$ cat config.mk
export PLATFORM = sky130hd
export DESIGN_NAME = slotseq_top
export DESIGN_NICKNAME = d
export VERILOG_FILES = /design/src/rtl/slotseq_pkg.sv /design/src/rtl/slotseq_table.sv /design/src/rtl/slotseq_walker.sv /design/src/rtl/slotseq_rx_asm.sv /design/src/rtl/slotseq_top.sv
export SDC_FILE = /design/constraint.sdc
export NUM_CORES = 1
export LEC_CHECK = 0
export BUFFER_PORTS_ARGS = -buffer_cell sky130_fd_sc_hd__buf_4
export CAP_MARGIN = 25
export CORE_AREA = 2 2 164 166
export CTS_BUF_LIST = sky130_fd_sc_hd__clkbuf_8
export CTS_CLUSTER_DIAMETER = 150
export DETAILED_ROUTE_END_ITERATION = 8
export DIE_AREA = 0 0 166 168
export PLACE_DENSITY = 0.68
export SETUP_SLACK_MARGIN = 0.15
export SLEW_MARGIN = 20
export SYNTH_ARGS = -nofsm -noshare
export SYNTH_HDL_FRONTEND = slang
export SYNTH_SLANG_ARGS = --single-unit
$ cat constraint.sdc
create_clock -name clk -period 7.2 [get_ports clk]
set_input_delay 1.08 -clock clk [delete_from_list [all_inputs] [get_ports clk]]
set_output_delay 1.08 -clock clk [all_outputs]
set_load 0.005 [all_outputs]
$ cat src/rtl/slotseq_pkg.sv
// Package: shared types and helpers for the time slot table sequencer.
// Assumes 8-bit slots and a 16-bit configuration word.
package slotseq_pkg;

    localparam int SLOT_BITS  = 8;
    localparam int CHAN_FLD_W = 6;
    localparam int CHAN_OUT_W = 5;
    localparam int WORD_W     = 16;

    typedef struct packed {
        logic                  valid;
        logic                  wrap;
        logic [SLOT_BITS-1:0]  mask;
        logic [CHAN_FLD_W-1:0] chan;
    } slot_entry_t;

    // Unpack a configuration word into the entry fields.
    function automatic slot_entry_t word_to_entry(input logic [WORD_W-1:0] w);
        slot_entry_t e;
        e.valid = w[15];
        e.wrap  = w[14];
        e.mask  = {w[13:8], w[1:0]};
        e.chan  = w[7:2];
        return e;
    endfunction

    // An entry is active when it is valid, selects bits and uses a legal channel.
    function automatic logic entry_active(input slot_entry_t e);
        return e.valid && (e.mask != '0) && !e.chan[CHAN_FLD_W-1];
    endfunction

endpackage

$ cat src/rtl/slotseq_table.sv
// Module: slotseq_table
// Holds the slot entries and the per-direction start pointers.
// Accepts writes only while the sequencer is disabled.
// Gives two combinational read ports, one per walker.
// Assumes: DEPTH >= 2; read indices are always below DEPTH.
module slotseq_table
    import slotseq_pkg::*;
#(
    parameter int DEPTH = 8,
    parameter int IDX_W = $clog2(DEPTH),
    parameter int NPORT = 2
) (
    input  logic                         clk,
    input  logic                         rst_n,
    input  logic                         en,
    input  logic                         wr_en,
    input  logic [IDX_W:0]               wr_addr,
    input  logic [WORD_W-1:0]            wr_data,
    input  logic [NPORT-1:0][IDX_W-1:0]  rd_idx,
    output slot_entry_t [NPORT-1:0]      rd_ent,
    output logic [NPORT-1:0][IDX_W-1:0]  start_ptr
);

    localparam logic [IDX_W-1:0] LAST_IDX = IDX_W'(DEPTH - 1);

    slot_entry_t                       tab_q [DEPTH];
    logic [NPORT-1:0][IDX_W-1:0]       start_q;

    logic                              wr_ok;
    logic                              wr_is_ptr;
    logic [IDX_W-1:0]                  wr_idx;
    logic [IDX_W-1:0]                  ptr_val;

    // Decode the write request into entry or pointer target.
    always_comb begin
        wr_ok     = wr_en && !en;
        wr_is_ptr = wr_addr[IDX_W];
        wr_idx    = wr_addr[IDX_W-1:0];
        ptr_val   = wr_data[IDX_W-1:0];
    end

    // Entry storage: one register set per table entry.
    generate
        for (genvar i = 0; i < DEPTH; i++) begin : g_entry
            // Store the entry word when its index is addressed.
            always_ff @(posedge clk) begin
                if (!rst_n) begin
                    tab_q[i] <= '0;
                end else if (wr_ok && !wr_is_ptr && (wr_idx == IDX_W'(i))) begin
                    tab_q[i] <= word_to_entry(wr_data);
                end
            end
        end
    endgenerate

    // Start pointers: selected by address bit 0, legal values only.
    generate
        for (genvar p = 0; p < NPORT; p++) begin : g_start
            // Load this direction's start pointer.
            always_ff @(posedge clk) begin
                if (!rst_n) begin
                    start_q[p] <= '0;
                end else if (wr_ok && wr_is_ptr && (wr_addr[0] == p[0])
                             && (ptr_val <= LAST_IDX)) begin
                    start_q[p] <= ptr_val;
                end
            end
        end
    endgenerate

    assign start_ptr = start_q;

    // Read ports: guarded against indices past the last entry.
    generate
        for (genvar r = 0; r < NPORT; r++) begin : g_read
            // Select the entry for this walker.
            always_comb begin
                if (rd_idx[r] <= LAST_IDX) begin
                    rd_ent[r] = tab_q[rd_idx[r]];
                end else begin
                    rd_ent[r] = '0;
                end
            end
        end
    endgenerate

endmodule

$ cat src/rtl/slotseq_walker.sv
// Module: slotseq_walker
// Steps one current pointer through the table, one entry per slot.
// Latches the entry fields used for the slot in progress.
// Assumes: slot_go is a single-cycle strobe on the first bit of a slot,
// already qualified with enable.
module slotseq_walker
    import slotseq_pkg::*;
#(
    parameter int DEPTH = 8,
    parameter int IDX_W = $clog2(DEPTH)
) (
    input  logic                   clk,
    input  logic                   rst_n,
    input  logic                   en,
    input  logic                   slot_go,
    input  logic                   fsync,
    input  logic [IDX_W-1:0]       start_ptr,
    input  slot_entry_t            rd_ent,
    output logic [IDX_W-1:0]       rd_idx,
    output logic [SLOT_BITS-1:0]   cur_mask,
    output logic [CHAN_OUT_W-1:0]  cur_ch,
    output logic                   cur_act
);

    localparam logic [IDX_W-1:0] LAST_IDX = IDX_W'(DEPTH - 1);

    logic [IDX_W-1:0] ptr_q;
    logic [IDX_W-1:0] nxt_idx;

    // Entry used by the arriving slot: frame sync restarts at the start pointer.
    assign rd_idx = fsync ? start_ptr : ptr_q;

    // Successor: wrap flag or the last physical index return to the start.
    always_comb begin
        if (rd_ent.wrap || (rd_idx == LAST_IDX)) begin
            nxt_idx = start_ptr;
        end else begin
            nxt_idx = rd_idx + 1'b1;
        end
    end

    // Pointer and latched-entry state for the slot in progress.
    always_ff @(posedge clk) begin
        if (!rst_n) begin
            ptr_q    <= '0;
            cur_mask <= '0;
            cur_ch   <= '0;
            cur_act  <= 1'b0;
        end else if (!en) begin
            ptr_q   <= start_ptr;
            cur_act <= 1'b0;
        end else if (slot_go) begin
            ptr_q    <= nxt_idx;
            cur_mask <= rd_ent.mask;
            cur_ch   <= rd_ent.chan[CHAN_OUT_W-1:0];
            cur_act  <= entry_active(rd_ent);
        end
    end

endmodule

$ cat src/rtl/slotseq_rx_asm.sv
// Module: slotseq_rx_asm
// Shifts the serial bits of one slot into a byte, MSB first.
// Emits the masked byte, its bit enables and the channel after the last bit.
// Assumes: the walker latches the slot entry on the slot's first bit.
module slotseq_rx_asm
    import slotseq_pkg::*;
#(
    parameter int BITS = SLOT_BITS,
    parameter int CNT_W = $clog2(BITS + 1)
) (
    input  logic                   clk,
    input  logic                   rst_n,
    input  logic                   en,
    input  logic                   bit_stb,
    input  logic                   slot_stb,
    input  logic                   rx_bit,
    input  logic [BITS-1:0]        cur_mask,
    input  logic [CHAN_OUT_W-1:0]  cur_ch,
    input  logic                   cur_act,
    output logic                   rx_vld,
    output logic [BITS-1:0]        rx_data,
    output logic [BITS-1:0]        rx_bit_en,
    output logic [CHAN_OUT_W-1:0]  rx_ch
);

    localparam logic [CNT_W-1:0] FULL_CNT = CNT_W'(BITS);
    localparam logic [CNT_W-1:0] LAST_CNT = CNT_W'(BITS - 1);

    logic [BITS-1:0]  sh_q;
    logic [CNT_W-1:0] cnt_q;
    logic [BITS-1:0]  byte_full;
    logic             take_bit;
    logic             last_bit;

    // Qualify the arriving bit and detect the final bit of the slot.
    always_comb begin
        byte_full = {sh_q[BITS-2:0], rx_bit};
        take_bit  = bit_stb && !slot_stb && (cnt_q != '0) && (cnt_q < FULL_CNT);
        last_bit  = take_bit && (cnt_q == LAST_CNT);
    end

    // Bit collection and output registers.
    always_ff @(posedge clk) begin
        if (!rst_n) begin
            sh_q      <= '0;
            cnt_q     <= '0;
            rx_vld    <= 1'b0;
            rx_data   <= '0;
            rx_bit_en <= '0;
            rx_ch     <= '0;
        end else if (!en) begin
            cnt_q     <= '0;
            rx_vld    <= 1'b0;
            rx_bit_en <= '0;
        end else begin
            rx_vld    <= 1'b0;
            rx_bit_en <= '0;
            if (bit_stb && slot_stb) begin
                sh_q  <= {{(BITS-1){1'b0}}, rx_bit};
                cnt_q <= CNT_W'(1);
            end else if (take_bit) begin
                sh_q  <= byte_full;
                cnt_q <= cnt_q + 1'b1;
            end
            if (last_bit && cur_act) begin
                rx_vld    <= 1'b1;
                rx_data   <= byte_full & cur_mask;
                rx_bit_en <= cur_mask;
                rx_ch     <= cur_ch;
            end
        end
    end

endmodule

$ cat src/rtl/slotseq_top.sv
// Module: slotseq_top
// Time slot table sequencer: shared slot table, receive and transmit
// walkers, and receive byte assembly.
// Assumes: fsync and slot_stb are only meaningful together with bit_stb.
module slotseq_top
    import slotseq_pkg::*;
#(
    parameter int DEPTH = 8,
    localparam int IDX_W = $clog2(DEPTH)
) (
    input  logic                   clk,
    input  logic                   rst_n,
    input  logic                   en,
    input  logic                   wr_en,
    input  logic [IDX_W:0]         wr_addr,
    input  logic [15:0]            wr_data,
    input  logic                   fsync,
    input  logic                   slot_stb,
    input  logic                   bit_stb,
    input  logic                   rx_bit,
    output logic                   rx_vld,
    output logic [7:0]             rx_data,
    output logic [7:0]             rx_bit_en,
    output logic [4:0]             rx_ch,
    output logic                   tx_vld,
    output logic [7:0]             tx_mask,
    output logic [4:0]             tx_ch
);

    localparam int NDIR   = 2;
    localparam int DIR_RX = 0;
    localparam int DIR_TX = 1;

    logic                                slot_go;
    logic                                tx_go_q;
    logic [NDIR-1:0][IDX_W-1:0]          rd_idx;
    slot_entry_t [NDIR-1:0]              rd_ent;
    logic [NDIR-1:0][IDX_W-1:0]          start_ptr;
    logic [NDIR-1:0][SLOT_BITS-1:0]      cur_mask;
    logic [NDIR-1:0][CHAN_OUT_W-1:0]     cur_ch;
    logic [NDIR-1:0]                     cur_act;

    // A slot begins on a qualified first-bit strobe.
    assign slot_go = en && slot_stb && bit_stb;

    slotseq_table #(
        .DEPTH (DEPTH),
        .IDX_W (IDX_W),
        .NPORT (NDIR)
    ) u_table (
        .clk       (clk),
        .rst_n     (rst_n),
        .en        (en),
        .wr_en     (wr_en),
        .wr_addr   (wr_addr),
        .wr_data   (wr_data),
        .rd_idx    (rd_idx),
        .rd_ent    (rd_ent),
        .start_ptr (start_ptr)
    );

    generate
        for (genvar d = 0; d < NDIR; d++) begin : g_dir
            slotseq_walker #(
                .DEPTH (DEPTH),
                .IDX_W (IDX_W)
            ) u_walker (
                .clk       (clk),
                .rst_n     (rst_n),
                .en        (en),
                .slot_go   (slot_go),
                .fsync     (fsync),
                .start_ptr (start_ptr[d]),
                .rd_ent    (rd_ent[d]),
                .rd_idx    (rd_idx[d]),
                .cur_mask  (cur_mask[d]),
                .cur_ch    (cur_ch[d]),
                .cur_act   (cur_act[d])
            );
        end
    endgenerate

    slotseq_rx_asm u_rx_asm (
        .clk       (clk),
        .rst_n     (rst_n),
        .en        (en),
        .bit_stb   (bit_stb),
        .slot_stb  (slot_stb),
        .rx_bit    (rx_bit),
        .cur_mask  (cur_mask[DIR_RX]),
        .cur_ch    (cur_ch[DIR_RX]),
        .cur_act   (cur_act[DIR_RX]),
        .rx_vld    (rx_vld),
        .rx_data   (rx_data),
        .rx_bit_en (rx_bit_en),
        .rx_ch     (rx_ch)
    );

    // Delay the slot start by one cycle to line up with the latched entry.
    always_ff @(posedge clk) begin
        if (!rst_n) begin
            tx_go_q <= 1'b0;
        end else begin
            tx_go_q <= slot_go;
        end
    end

    assign tx_vld  = tx_go_q && cur_act[DIR_TX];
    assign tx_mask = cur_mask[DIR_TX];
    assign tx_ch   = cur_ch[DIR_TX];

endmodule

==> impl_metrics.json, run 1 <==
{
  "track_usage": 0.2434,
  "holdBufCountCts": 0,
  "worstPathMaxFanout": 63,
  "post_cts_buffers": 0,
  "clock_latency_ns": 0.55,
  "crit_type": "input pin to flop",
  "clockRootBuffer": "clkbuf_8",
  "clockPowerShare": 0.404,
  "dieArea_um2": 27890,
  "final-hold-violation-count": 0,
  "grt_max_degree": 75,
  "synth_area_leaders": "edfxtp_1, dfxtp_1, and2_1",
  "power.density_nw_per_um2": 215.2,
  "min_from": "u_rx_asm.rx_data[1]",
  "clockBufferDepth": 3,
  "setup_slack_ns": 2.315,
  "crit_path_end_kind": "flop",
  "drt_iter0_drc": 1082,
  "status": "complete, no violations",
  "p_int_w": 0.001951,
  "synthFlopType": "edfxtp_1",
  "hold_path_end": "u_rx_asm.rx_data[1]",
  "gp_congestion": 0.9954,
  "holdCritPathClass": "flop to flop",
  "rrSetupSlack_ns": 2.94,
  "ys_ff_latch": 201,
  "p_comb_frac": 0.100,
  "cts_sinks": 201,
  "syn_inst": 1254,
  "drv_cap": 0,
  "wl_per_cell_um": 20.93,
  "cp.arrival_ns": 5.32,
  "cp_slowest_cell": "clkinv_1",
  "drive_gt1_frac": 0.1211,
  "synth_top_area_cell": "edfxtp_1",
  "synth_common_cells": "nor2_1, nand2_1, and2_1",
  "io_pins": 64,
  "viasPerCell": 5.711,
  "area_growth_pct": 12.29,
  "fill_cells": 2524,
  "synth_area_um2": 11030,
  "seqPwrFrac": 0.496,
  "r2r_cells": 13,
  "grt.overflow.total": 0,
  "synthMostInstantiatedCell": "nor2_1",
  "regToRegStartpoint": "u_table.start_ptr[1]",
  "antenna_found_initial": 0,
  "n_antenna_cell": 0,
  "synthArstFlopShare": 0,
  "synth_edf_count": 127,
  "drtPass1Iterations": 7,
  "drc_errors": 0,
  "wl_um": 34440,
  "die_h_um": 168,
  "critPathMaxStageDelay_ns": 0.67,
  "ys_warn_count": 0,
  "timing.final.crit_share": 0.6785,
  "fmax_mhz": 204.7,
  "syn-mean-instance-area_um2": 8.793,
  "synth_top_area_frac": 0.3459,
  "num_vias": 9400,
  "syn_nets": 1288,
  "total_leakage_power_nw": 4.666,
  "fin_skew_ns": 0.04036,
  "antenna_left": 0,
  "grt_pass1_vias": 8643,
  "coreArea_um2": 26350,
  "ys_seq_area_frac": 0.4802,
  "crit_required_ns": 7.63,
  "synth_cell_types": 53,
  "worstMarginPinSlew_ns": 0.7764,
  "path_buf_inv": 3,
  "h-tree-depth": 2,
  "ir_worst_vdd_mv": 0.1266,
  "initial_core_util": 0.4185,
  "ctsResizeCount": 0,
  "tns_ns": 0,
  "numCtsBuffers": 36,
  "dp_hpwl_um": 23810,
  "clkTransAtPathRegs_ns": 0.06,
  "p_sw_w": 0.0007131,
  "cts_tree": "yes",
  "grt_pass1_wl_um": 52770,
  "fin_nets": 1314,
  "max_slew_margin": 0.4792,
  "rsz0062_at_grt": "no",
  "final-setup-viol-count": 0,
  "cp_top_family": "buffers and inverters",
  "cp_cell_sequence": "buf_4, mux2i_2, buf_4, clkinv_1, ha_1, ha_1, or2_0, o21ai_1, a221o_1, o21ai_0, or4_1, nor4_2, o21ai_1",
  "worstHoldPathCells": 2,
  "setup.worst_path.start_class": "input pin",
  "drv_slew": 0,
  "dp_slack_ns": 1.884,
  "rr_endpoint": "g_dir[0].u_walker.cur_act",
  "io_buffers": 63,
  "row_count": 60,
  "die_width_um": 166,
  "switching_share": 0.2677,
  "fin_crit_ns": 4.885
}
[power groups by stage]
stage                     logic [W]  registers (W)  clock network, W
after floorplan            0.000170        0.00132                 0
after global placement     0.000256        0.00134                 0
final                      0.000266        0.00132           0.00108
after global routing       0.000289        0.00132           0.00115
after CTS                  0.000261        0.00132           0.00109
after detailed placement   0.000260        0.00134                 0
[registers in the layout, indices dropped and copies added, names as in the netlist]
register / cells
g_dir.u_walker.cur_act: 2
g_dir.u_walker.cur_ch: 10
u_rx_asm.sh_q: 7
u_rx_asm.rx_bit_en: 8
u_rx_asm.rx_ch: 5
u_table.tab_q: 127
g_dir.u_walker.ptr_q: 6
g_dir.u_walker.cur_mask: 16
u_rx_asm.rx_data: 8
tx_go_q: 1
u_rx_asm.rx_vld: 1
u_rx_asm.cnt_q: 4
u_table.start_ptr: 6
[layer usage]
layer / routed length [um] / track usage / vias to the layer above
met5: 0 / 0 / -
met4: 847 / 0.07146 / 0
li1: - / - / 4459
met1: 15440 / 0.3496 / 4427
met3: 3437 / 0.06347 / 64
met2: 14710 / 0.3614 / 450
[how the worst max path moves through the flow]
stage	from	endpoint	slack [ns]	cells after the start
after floorplan	fsync	g_dir[0].u_walker.cur_act	3.20	15
after global placement	fsync	g_dir[0].u_walker.cur_act	1.99	13
after detailed placement	fsync	g_dir[0].u_walker.cur_act	1.88	13
after CTS	fsync	g_dir[0].u_walker.cur_act	2.43	13
after global routing	fsync	g_dir[0].u_walker.cur_act	2.04	13
final	fsync	g_dir[0].u_walker.cur_act	2.31	13
[through the flow]
stage / cell area (um2) / power [W] / util / std cells / hold WS [ns]
after floorplan: 11030 / 0.001491 / - / 1254 / 0.4220
after global placement: 11620 / 0.001598 / 0.4412 / 1579 / 0.4529
after detailed placement: 11640 / 0.001602 / 0.4418 / 1580 / 0.4600
after CTS: 12360 / 0.002672 / 0.4689 / 1643 / 0.4662
after global routing: 12380 / 0.002759 / 0.4699 / 1646 / 0.4911
final: 12380 / 0.002664 / 0.4699 / 1646 / 0.4631
[cell families after synthesis]
family                     count (synthesis)  share of synthesized area
and+or+nand+nor                          628                     0.2807
xor gates and xnor gates                   2                   0.001589
buffers and inverters                    120                    0.05151
AOI/OAI and AO/OA                        282                     0.1649
DFF                                      201                     0.4802
muxes                                     15                    0.01430
adders and majority gates                  6                   0.006808
[tightest hold or removal path, cell delays in order, from the launching register on]
cell and delay [ns]:
dfxtp_1 0.31, nand2_1 0.05, a21boi_0 0.06
[placed cells by master, fill, tap and decap left out, drive strengths merged, types with 2 or more instances in the layout]
cell / netlist / routed
o211ai: 18 / 18
edfxtp: 127 / 127
a221oi: 12 / 12
o21ai: 115 / 115
a221o: 16 / 16
nor2b: 37 / 37
o31ai: 18 / 18
buf: 54 / 95
nor3b: 16 / 16
nand2: 153 / 153
clkinvlp: 0 / 2
a211oi: 4 / 4
a21boi: 20 / 20
and2: 140 / 140
nand3: 42 / 42
a311oi: 14 / 14
clkinv: 2 / 14
inv: 11 / 18
a21oi: 29 / 29
nor3: 29 / 29
o22ai: 16 / 16
o211a: 2 / 2
o21a: 2 / 2
bufinv: 0 / 2
or2: 4 / 4
and3: 19 / 19
ha: 6 / 6
a211o: 2 / 2
nand2b: 18 / 18
dfxtp: 74 / 74
clkbuf: 53 / 40
a31oi: 10 / 10
nor4: 2 / 2
o311a: 4 / 4
nor2: 162 / 162
mux2i: 15 / 15
[layout make-up]
| class | instances | area [um2] | share of cell area |
|---|---|---|---|
| clock buffers | 40 | 550.5 | 0.04446 |
| clock inverters | 23 | 165.2 | 0.01334 |
| inverters | 13 | 48.80 | 0.003941 |
| multi-input cells | 933 | 5179 | 0.4182 |
| flip-flops and latches | 201 | 5295 | 0.4276 |
| well taps | 341 | 426.7 | 0.03446 |
| repair buffers | 95 | 716.9 | 0.05790 |
Note: power is estimated with default switching activity, not from simulation.
==> run 2: changes to the inputs <==
--- a/config.mk
+++ b/config.mk
@@ -12,7 +12,7 @@
 export CTS_CLUSTER_DIAMETER = 150
 export DETAILED_ROUTE_END_ITERATION = 8
 export DIE_AREA = 0 0 166 168
-export PLACE_DENSITY = 0.68
+export PLACE_DENSITY = 0.7
 export SETUP_SLACK_MARGIN = 0.15
 export SLEW_MARGIN = 20
 export SYNTH_ARGS = -nofsm -noshare
==> constraint.sdc (replaced) <==
create_clock -name clk -period 4.2 [get_ports clk]
set_input_delay 0.63 -clock clk [delete_from_list [all_inputs] [get_ports clk]]
set_output_delay 0.63 -clock clk [all_outputs]
set_load 0.005 [all_outputs]
==> impl_metrics.json, run 2 (same netlist as run 1, synthesis figures left out) <==
{
  "layout_commonest_cell": "nor2_1",
  "crit_type": "flop to flop",
  "reg.largest.list": "u_table.tab_q (127), g_dir.u_walker.cur_mask (16), g_dir.u_walker.cur_ch (10)",
  "top_register": "u_table.tab_q",
  "max_slew_margin": 0.4016,
  "grt_pass1_vias": 9013,
  "rsz0062_at_grt": "no",
  "final-hold-violation-count": 0,
  "crit_path_end_kind": "flop",
  "h-tree-depth": 2,
  "track_usage": 0.2415,
  "wl_per_cell_um": 20.64,
  "numCtsBuffers": 36,
  "largest_reg_flops": 127,
  "n_antenna_cell": 0,
  "grt_pass1_wl_um": 52870,
  "row_count": 60,
  "clock_latency_ns": 0.54,
  "antenna_found_initial": 0,
  "wl_um": 34060,
  "power.density_nw_per_um2": 356.8,
  "ctsResizeCount": 0,
  "cts_sinks": 201,
  "grt.overflow.total": 0,
  "fin_nets": 1320,
  "total_leakage_power_nw": 4.681,
  "drv_slew": 0,
  "drc_errors": 0,
  "holdBufCountCts": 0,
  "fin_skew_ns": 0.02154,
  "postPlaceCellArea_um2": 11710,
  "viasPerCell": 5.795,
  "coreArea_um2": 26350,
  "fin_crit_ns": 3.036,
  "clockRootBuffer": "clkbuf_8",
  "dieArea_um2": 27890,
  "drtPass1Iterations": 6,
  "cp.arrival_ns": 3.45,
  "dp_hpwl_um": 22280,
  "mostFrequentLayoutCells": "nor2_1, nand2_1, and2_1",
  "timing.final.crit_share": 0.7228,
  "area_growth_pct": 12.07,
  "fin_area_um2": 12360,
  "io_buffers": 63,
  "ir_worst_vdd_mv": 0.1838,
  "cts_tree": "yes",
  "num_vias": 9562,
  "worstMarginPinSlew_ns": 0.8917,
  "holdCritPathClass": "input pin to flop",
  "final-setup-viol-count": 0,
  "io_pins": 64,
  "worstPathMaxFanout": 12,
  "antenna_left": 0,
  "setup.worst_path.start_class": "flop",
  "gp_congestion": 0.9060,
  "fmax_mhz": 329.4,
  "drv_cap": 0,
  "post_cts_buffers": 0,
  "grt_max_degree": 76,
  "tns_ns": 0,
  "initial_core_util": 0.4185,
  "clockBufferDepth": 3,
  "crit_required_ns": 4.62,
  "die_width_um": 166,
  "drive_gt1_frac": 0.1207,
  "status": "complete, no violations",
  "clkTransAtPathRegs_ns": 0.07,
  "drt_iter0_drc": 1196,
  "die_h_um": 168
}
[run 2: changes by cell type in the layout (fill, tap and decap cells not counted), sizes merged]
| cell | before | now |
|---|---|---|
| clkbuf | 40 | 38 |
| inv | 18 | 23 |
| clkinv | 14 | 11 |
| bufinv | 2 | 1 |
| clkinvlp | 2 | 1 |
| buf | 95 | 101 |
[run 2: critical path, cell delays in order (launching register included)]
cell and delay [ns]:
dfxtp_1 0.32, inv_2 0.22, o21a_1 0.19, inv_1 0.06, ha_1 0.18, ha_1 0.23, or2_0 0.47, o21ai_1 0.19
a221o_1 0.16, o21ai_0 0.14, or4_1 0.52, nor4_2 0.15, o21ai_1 0.09
[run 2: path summary, 6_finish.rpt]
path,from,to,cells after the start,slack [ns]
setup reg to reg,g_dir[0].u_walker.ptr_q[0],g_dir[0].u_walker.cur_act,12,1.16
hold reg to reg,u_rx_asm.rx_data[3],u_rx_asm.rx_data[3],2,0.46
hold / removal,rx_bit,u_rx_asm.sh_q[0],3,0.40
setup / recovery,g_dir[0].u_walker.ptr_q[0],g_dir[0].u_walker.cur_act,12,1.16
[run 2: report_power, final]
group	switching (W)	leakage (nW)	internal [W]
sequential	0.0000700	1.81	0.00219
combinational	0.000297	2.50	0.000157
clock	0.000803	0.374	0.000897
[run 2: routing by layer]
metal  vias up  wire, um  GRT usage  part of all wire
li1       4456         -          -                 -
met1      4453     14480     0.3358              0.43
met2       584     14990     0.3680              0.44
met3        69      3761    0.06276              0.11
met4         0       818    0.07940             0.024
met5         -         0          0                 0
[run 2: cell type report]
| cell class | instances | area, um2 |
|---|---|---|
| Multi-Input combinational cell | 933 | 5176 |
| Fill cell | 2465 | 13990 |
| Sequential cell | 201 | 5295 |
| Timing Repair Buffer | 101 | 762.0 |
| Tap cell | 341 | 426.7 |
| Clock buffer | 38 | 523.0 |
| Clock inverter | 23 | 126.4 |
| Inverter | 13 | 48.80 |
[run 2: stage by stage]
stage / instances / setup WS [ns] / util / total power [W] / hold slack, ns
after floorplan: 1254 / 0.6488 / - / 0.002555 / 0.4220
final: 1650 / 1.164 / 0.4690 / 0.004410 / 0.3972
after detailed placement: 1589 / 0.6995 / 0.4443 / 0.002738 / 0.4610
after CTS: 1650 / 1.216 / 0.4689 / 0.004422 / 0.3872
after global routing: 1650 / 0.9156 / 0.4690 / 0.004580 / 0.4171
after global placement: 1588 / 0.7744 / 0.4437 / 0.002728 / 0.4530
